<file path="config.mk">
export PLATFORM = sky130hd
export DESIGN_NAME = frc_rate_ctrl
export DESIGN_NICKNAME = d
export VERILOG_FILES = /design/src/rtl/frc_pkg.sv /design/src/rtl/frc_regs.sv /design/src/rtl/frc_phase.sv /design/src/rtl/frc_accum.sv /design/src/rtl/frc_rate_ctrl.sv
export SDC_FILE = /design/constraint.sdc
export NUM_CORES = 1
export LEC_CHECK = 0
export BUFFER_PORTS_ARGS = -buffer_cell sky130_fd_sc_hd__buf_4
export CORE_ASPECT_RATIO = 0.75
export CORE_MARGIN = 4
export CORE_UTILIZATION = 39
export CTS_CLUSTER_DIAMETER = 50
export DETAILED_ROUTE_END_ITERATION = 8
export HOLD_SLACK_MARGIN = 0.02
export PLACE_DENSITY = 0.61
export SYNTH_ARGS = -nofsm -noshare
export SYNTH_HDL_FRONTEND = slang
export SYNTH_SLANG_ARGS = --single-unit
</file>
<file path="constraint.sdc">
create_clock -name clk -period 2 [get_ports clk]
set_input_delay 0.4 -clock clk [delete_from_list [all_inputs] [get_ports clk]]
set_output_delay 0.4 -clock clk [all_outputs]
set_load 0.02 [all_outputs]
</file>
<file path="src/rtl/frc_pkg.sv">
package frc_pkg;

   typedef enum logic [1:0] {
      SEL_NONE = 2'd0,
      SEL_KICK = 2'd1,
      SEL_RATE = 2'd2
   } frc_sel_e;

endpackage

</file>
<file path="src/rtl/frc_regs.sv">
module frc_regs
   import frc_pkg::*;
#(
   parameter int DATA_W    = 32,
   parameter int ADDR_W    = 4,
   parameter int KICK_ADDR = 1,
   parameter int RATE_ADDR = 2,
   parameter int KICK_BIT  = 31,
   parameter int CODE_LSB  = 8,
   parameter int CODE_W    = 5
) (
   input  logic              clk,
   input  logic              rst_n,
   input  logic              bus_wr,
   input  logic [ADDR_W-1:0] bus_addr,
   input  logic [DATA_W-1:0] bus_wdata,
   input  logic              apply,
   output logic [DATA_W-1:0] bus_rdata,
   output logic [DATA_W-1:0] rate_q,
   output logic [CODE_W-1:0] pend_code,
   output logic              busy,
   output logic              wr_reject
);

   localparam logic [ADDR_W-1:0] KICK_A = ADDR_W'(KICK_ADDR);
   localparam logic [ADDR_W-1:0] RATE_A = ADDR_W'(RATE_ADDR);

   frc_sel_e sel;
   logic     kick_q;
   logic     rej_q;
   logic     rate_wr_ok;
   logic     kick_set;

   always_comb begin
      if (bus_addr == KICK_A)      sel = SEL_KICK;
      else if (bus_addr == RATE_A) sel = SEL_RATE;
      else                         sel = SEL_NONE;
   end

   assign rate_wr_ok = bus_wr && (sel == SEL_RATE) && !kick_q;
   assign kick_set   = bus_wr && (sel == SEL_KICK) && bus_wdata[KICK_BIT];

   always_ff @(posedge clk or negedge rst_n) begin
      if (!rst_n) begin
         rate_q <= '0;
      end else if (rate_wr_ok) begin
         rate_q <= bus_wdata;
      end
   end

   always_ff @(posedge clk or negedge rst_n) begin
      if (!rst_n) begin
         kick_q <= 1'b0;
      end else if (apply) begin
         kick_q <= 1'b0;
      end else if (kick_set) begin
         kick_q <= 1'b1;
      end
   end

   always_ff @(posedge clk or negedge rst_n) begin
      if (!rst_n) begin
         rej_q <= 1'b0;
      end else begin
         rej_q <= bus_wr && (sel == SEL_RATE) && kick_q;
      end
   end

   always_comb begin
      bus_rdata = '0;
      unique case (sel)
         SEL_KICK: bus_rdata[KICK_BIT] = kick_q;
         SEL_RATE: bus_rdata = rate_q;
         default:  bus_rdata = '0;
      endcase
   end

   assign pend_code = rate_q[CODE_LSB +: CODE_W];
   assign busy      = kick_q;
   assign wr_reject = rej_q;

endmodule

</file>
<file path="src/rtl/frc_phase.sv">
module frc_phase #(
   parameter int CODE_W = 5
) (
   input  logic              clk,
   input  logic              rst_n,
   input  logic              busy,
   input  logic [CODE_W-1:0] pend_code,
   output logic              win_first,
   output logic              win_last,
   output logic              apply,
   output logic [CODE_W-1:0] active_code
);

   logic [CODE_W-1:0] phase_q;

   always_ff @(posedge clk or negedge rst_n) begin
      if (!rst_n) begin
         phase_q <= '0;
      end else begin
         phase_q <= phase_q + 1'b1;
      end
   end

   assign win_first = (phase_q == '0);
   assign win_last  = &phase_q;
   assign apply     = busy && win_last;

   always_ff @(posedge clk or negedge rst_n) begin
      if (!rst_n) begin
         active_code <= '0;
      end else if (apply) begin
         active_code <= pend_code;
      end
   end

endmodule

</file>
<file path="src/rtl/frc_accum.sv">
module frc_accum #(
   parameter int CODE_W  = 5,
   parameter bit OUT_REG = 1'b0
) (
   input  logic              clk,
   input  logic              rst_n,
   input  logic [CODE_W-1:0] active_code,
   input  logic              win_first_i,
   output logic              en_o,
   output logic              win_first_o,
   output logic [CODE_W-1:0] acc_o
);

   localparam logic [CODE_W:0] WIN = (CODE_W+1)'(1) << CODE_W;

   logic [CODE_W:0]   mult;
   logic [CODE_W-1:0] acc_q;
   logic [CODE_W:0]   sum;
   logic              ovf;

   assign mult = WIN - {1'b0, active_code};
   assign sum  = {1'b0, acc_q} + mult;
   assign ovf  = sum[CODE_W];

   always_ff @(posedge clk or negedge rst_n) begin
      if (!rst_n) begin
         acc_q <= '0;
      end else begin
         acc_q <= sum[CODE_W-1:0];
      end
   end

   assign acc_o = acc_q;

   generate
      if (OUT_REG) begin : g_reg_out
         logic en_q;
         logic wf_q;
         always_ff @(posedge clk or negedge rst_n) begin
            if (!rst_n) begin
               en_q <= 1'b0;
               wf_q <= 1'b0;
            end else begin
               en_q <= ovf;
               wf_q <= win_first_i;
            end
         end
         assign en_o        = en_q;
         assign win_first_o = wf_q;
      end else begin : g_comb_out
         assign en_o        = ovf;
         assign win_first_o = win_first_i;
      end
   endgenerate

endmodule

</file>
<file path="src/rtl/frc_rate_ctrl.sv">
module frc_rate_ctrl #(
   parameter int DATA_W    = 32,
   parameter int ADDR_W    = 4,
   parameter int KICK_ADDR = 1,
   parameter int RATE_ADDR = 2,
   parameter int KICK_BIT  = 31,
   parameter int CODE_LSB  = 8,
   parameter int CODE_W    = 5,
   parameter bit OUT_REG   = 1'b0
) (
   input  logic              clk,
   input  logic              rst_n,
   input  logic              bus_wr,
   input  logic [ADDR_W-1:0] bus_addr,
   input  logic [DATA_W-1:0] bus_wdata,
   output logic [DATA_W-1:0] bus_rdata,
   output logic              rate_en,
   output logic              win_first,
   output logic              wr_reject
);

   generate
      if (CODE_LSB + CODE_W > DATA_W) begin : g_bad_field
         $error("rate code field exceeds register width");
      end
      if (KICK_BIT >= DATA_W) begin : g_bad_kick
         $error("commit bit outside register width");
      end
      if (KICK_ADDR == RATE_ADDR) begin : g_bad_addr
         $error("register addresses collide");
      end
      if (CODE_W < 1 || CODE_W > 10) begin : g_bad_code
         $error("CODE_W out of supported range");
      end
   endgenerate

   logic [DATA_W-1:0] rate_q;
   logic [CODE_W-1:0] pend_code;
   logic [CODE_W-1:0] active_code;
   logic [CODE_W-1:0] acc_mon;
   logic              busy;
   logic              apply;
   logic              win_last;
   logic              win_first_raw;

   frc_regs #(
      .DATA_W(DATA_W), .ADDR_W(ADDR_W), .KICK_ADDR(KICK_ADDR),
      .RATE_ADDR(RATE_ADDR), .KICK_BIT(KICK_BIT), .CODE_LSB(CODE_LSB),
      .CODE_W(CODE_W)
   ) u_regs (
      .clk(clk), .rst_n(rst_n), .bus_wr(bus_wr), .bus_addr(bus_addr),
      .bus_wdata(bus_wdata), .apply(apply), .bus_rdata(bus_rdata),
      .rate_q(rate_q), .pend_code(pend_code), .busy(busy),
      .wr_reject(wr_reject)
   );

   frc_phase #(.CODE_W(CODE_W)) u_phase (
      .clk(clk), .rst_n(rst_n), .busy(busy), .pend_code(pend_code),
      .win_first(win_first_raw), .win_last(win_last), .apply(apply),
      .active_code(active_code)
   );

   frc_accum #(.CODE_W(CODE_W), .OUT_REG(OUT_REG)) u_accum (
      .clk(clk), .rst_n(rst_n), .active_code(active_code),
      .win_first_i(win_first_raw), .en_o(rate_en),
      .win_first_o(win_first), .acc_o(acc_mon)
   );

endmodule

</file>
==> results_tabular.tex <==
\begin{tabular}{lr}
\hline
Metric & Value \\
\hline
\multicolumn{2}{l}{\textbf{Outcome}} \\
Result of the run & complete, no violations \\
\multicolumn{2}{l}{\textbf{Synthesis}} \\
Post-Syn Area per Cell & 13.91 sq um \\
Sequential element share of the synthesized area & 51.85\% \\
Unique masters post-synth & 26 \\
Yosys top cell area share & roughly half \\
Cell taking the most area after synthesis & sky130\_fd\_sc\_hd\_\_dfrtp\_1 \\
Synthesis Warnings & 0 \\
Flip-flop and latch count after synthesis & roughly 50 \\
Most instantiated flip-flop cell in the synthesis netlist & sky130\_fd\_sc\_hd\_\_dfrtp\_1 \\
Area of the mapped netlist & 0.002365 sq mm \\
EDFF count, synth & 0 \\
Number of nets produced by synthesis & roughly 220 \\
Share of async-settable or async-resettable flops after synthesis & 100.0\% \\
Gate count of the mapped netlist & 170 \\
Dominant cells by area after synthesis & sky130\_fd\_sc\_hd\_\_dfrtp\_1, sky130\_fd\_sc\_hd\_\_mux2\_4, sky130\_fd\_sc\_hd\_\_and2\_1, sky130\_fd\_sc\_hd\_\_ha\_1, sky130\_fd\_sc\_hd\_\_mux2\_2 \\
\multicolumn{2}{l}{\textbf{Place}} \\
DP Worst Slack & 0.1081 ns \\
Number of port buffers & between 70 and 80 \\
Weighted congestion reported at the end of routability-driven placement & $\sim$0.69 \\
Placed cell areas & 0.003003 sq mm \\
Post-DP HPWL & between 3 and 4 mm \\
\multicolumn{2}{l}{\textbf{Worst setup path}} \\
Crit path arrival time & $\sim$1.5 ns \\
Max Fanout on Critical Path & 2 \\
Worst setup SP type & register \\
Category of the most critical setup path & reg -> out \\
Kind of capture point of the worst setup path & primary output \\
Data required time of the critical path & around 1.6 ns \\
Register-to-register setup slack & 0.29 ns \\
\multicolumn{2}{l}{\textbf{Global route}} \\
Pin count of the biggest net entering global routing & 50 \\
Via count of the first global-routing pass & approximately 1500 \\
Total routing usage reported by global routing & roughly an eighth \\
Antenna violations before repair & 0 \\
Residual overflow from global routing & 0 \\
Wire length of the first global-routing pass & 7.231 mm \\
\multicolumn{2}{l}{\textbf{STA}} \\
Number of hold-slack violations in the final timing report & 0 \\
Fin Clk Skew & about 0.015 ns \\
Fmax achieved & slightly above 0.5 GHz \\
Worst-case hold slack & around 0.11 ns \\
Setup repair after global routing missed its margin & true \\
Final worst setup slack & 0.06307 ns \\
Final count of pins violating max slew & 0 \\
Worst-margin pin slew & around 0.62 ns \\
Setup-failing EPs final & 0 \\
Rel. slew slack & between 50\% and 60\% \\
Part of the cycle the worst path needs & between 90 and 100\% \\
Tmin final & approximately 1.9 ns \\
\multicolumn{2}{l}{\textbf{Final layout}} \\
Number of inserted filler cells in the final layout & just over 500 \\
Syn-to-layout area delta & 33.28\% \\
Fraction of final layout cells with drive strength greater than 1 & roughly 53\% \\
Final standard cell area without fillers & 0.003152 sq mm \\
Sequential cell area in the final layout & around 0.0012 sq mm \\
Number of nets in the finished design & 299 \\
Leading cell types in the layout, fill and taps excluded & sky130\_fd\_sc\_hd\_\_buf\_4, sky130\_fd\_sc\_hd\_\_dfrtp\_1, sky130\_fd\_sc\_hd\_\_and2\_1 \\
Area used by multi-input combinational logic & roughly 0.0011 sq mm \\
ANT cells & 0 \\
Most common cell after layout, fill and taps aside & sky130\_fd\_sc\_hd\_\_buf\_4 \\
\multicolumn{2}{l}{\textbf{Routing}} \\
DRC & 0 \\
Initial drt markers & 35 \\
Final wirelength & 4.630 mm \\
Via density per instance & 4.476 \\
DRT Pass-1 Iters & 2 \\
Via count & $\sim$1500 \\
WL/cell & roughly 14 um \\
Remaining number of nets flagged by the antenna check after routing & 0 \\
\multicolumn{2}{l}{\textbf{Floorplan}} \\
Effective utilization at floorplan & about two fifths \\
Core region area & between 0.005 and 0.006 sq mm \\
Placement row count & 24 \\
DIE AREA & $\sim$0.0074 sq mm \\
Die height & $\sim$75 um \\
Die W & 97.92 um \\
Number of placed I/O pins & 74 \\
\multicolumn{2}{l}{\textbf{CTS}} \\
Clock insertion delay at the later pin of the skew report & about 0.30 ns \\
Total number of H-tree levels & 2 \\
CTS hold repair buffers & 0 \\
CTS tree & yes \\
Number of buffers created by CTS & 5 \\
Clock tree buffer depth & 2 \\
Library cell used as clock root buffer & sky130\_fd\_sc\_hd\_\_clkbuf\_8 \\
Number of sinks driven by the clock tree & 49 \\
Clock slew at the register clock pins of the worst setup and hold paths & 0.09 ns \\
\multicolumn{2}{l}{\textbf{Power}} \\
PwrDens & around 890 mW/mm\^{}2 \\
Worst ir drop on vdd & approximately 0.35 mV \\
Leakage power figure & about 1.7 nW \\
\multicolumn{2}{l}{\textbf{Run}} \\
Number of max-cap violations & 0 \\
\multicolumn{2}{l}{\textbf{Min path}} \\
Path type of the worst min-delay path & in -> async \\
\hline
\end{tabular}
-- report_power, final --
part	leakage (nW)	total, mW	switching (mW)	internal, mW
clock network	0.0512	0.613	0.332	0.281
logic	1.03	0.864	0.322	0.542
registers	0.606	1.34	0.123	1.22
total	1.68	2.82	0.777	2.04
-- path summary, 6_finish.rpt --
| path | endpoint | cells after the start | start |
|---|---|---|---|
| min | u_regs.rate_q[20]$_DFFE_PN0P_ | 1 | rst_n |
| max reg2reg | u_phase.active_code[0]$_DFFE_PN0P_ | 5 | u_phase.phase_q[0]$_DFF_PN0_ |
| min reg2reg | u_phase.phase_q[0]$_DFF_PN0_ | 1 | u_phase.phase_q[0]$_DFF_PN0_ |
| max | rate_en | 5 | u_accum.acc_o[1]$_DFF_PN0_ |
| min in group clk | u_regs.rate_q[6]$_DFFE_PN0P_ | 2 | bus_wdata[6] |
| max in group asynchronous | u_regs.rate_q[3]$_DFFE_PN0P_ | 1 | rst_n |
-- timing repair --
action / CTS / global route
setup endpoints to repair: 1 / 1
gates resized for setup: 4 / 5
buffers inserted: 1 / 1
pin swaps: 2 / 4
-- layer usage --
metal  vias up  track usage [%]  share of wire (%)
met3         6            4.300                5.8
met2        35            18.48                 47
met4         0            5.069                1.2
met1       713            17.20                 46
li1        723                -                  -
met5         -                0                  0
-- Yosys cell counts, types with 2 or more instances --
| master | instances |
|---|---|
| sky130_fd_sc_hd__buf_6 | 3 |
| sky130_fd_sc_hd__nor4b_1 | 2 |
| sky130_fd_sc_hd__xnor2_1 | 3 |
| sky130_fd_sc_hd__dfrtp_1 | 49 |
| sky130_fd_sc_hd__and3_1 | 2 |
| sky130_fd_sc_hd__nor2_1 | 4 |
| sky130_fd_sc_hd__inv_1 | 10 |
| sky130_fd_sc_hd__a21oi_1 | 2 |
| sky130_fd_sc_hd__nand3_1 | 2 |
| sky130_fd_sc_hd__mux2_4 | 30 |
| sky130_fd_sc_hd__clkbuf_1 | 3 |
| sky130_fd_sc_hd__ha_1 | 8 |
| sky130_fd_sc_hd__mux2_2 | 7 |
| sky130_fd_sc_hd__xor2_1 | 2 |
| sky130_fd_sc_hd__or2_2 | 2 |
| sky130_fd_sc_hd__and2_1 | 31 |
-- registers in the layout, summed over array words and instances, names as in the netlist --
name	cells
u_regs.rate_q	32
u_accum.acc_o	5
u_phase.active_code	5
u_phase.phase_q	5
u_regs.busy	1
u_regs.wr_reject	1
-- through the flow --
| stage | setup TNS, ns | instances | util (%) | total power [mW] |
|---|---|---|---|---|
| after floorplan | 0 | 170 | - | 1.889 |
| after global placement | 0 | 320 | 51.28 | 2.116 |
| after detailed placement | 0 | 320 | 51.28 | 2.130 |
| after CTS | 0 | 329 | 53.35 | 2.807 |
| after global routing | -0.009158 | 330 | 53.82 | 3.010 |
| final | 0 | 330 | 53.82 | 2.815 |
-- logic make-up (layout without fill, tap and decap cells) --
| family | Yosys count | after routing | share of synthesized area, % |
|---|---|---|---|
| AO/OA/AOI/OAI | 5 | 5 | 1.323 |
| XOR/XNOR | 5 | 5 | 1.852 |
| adder cells (fa/ha/maj) | 9 | 9 | 5.080 |
| buffers and inverters | 16 | 98 | 3.492 |
| flip-flops | 49 | 49 | 51.85 |
| multiplexers | 38 | 38 | 22.80 |
| AND/OR/NAND/NOR | 48 | 48 | 13.60 |
-- cell type report --
cell class	instances	share of cell area, %
sequential	49	38.90
inverter	10	1.191
clock buffer	6	2.620
clock inverter	2	0.4367
tap	78	3.096
multi-input combinational	105	34.70
timing repair buffer	80	19.06
-- worst max-delay path, cell delays in order (launching register included) --
cell and delay (ns):
sky130_fd_sc_hd__dfrtp_1 0.42, sky130_fd_sc_hd__ha_4 0.17, sky130_fd_sc_hd__or2_4 0.24, sky130_fd_sc_hd__o211ai_1 0.17, sky130_fd_sc_hd__a21oi_1 0.09, sky130_fd_sc_hd__buf_4 0.16
No activity file was read; power rests on OpenSTA's default activity.
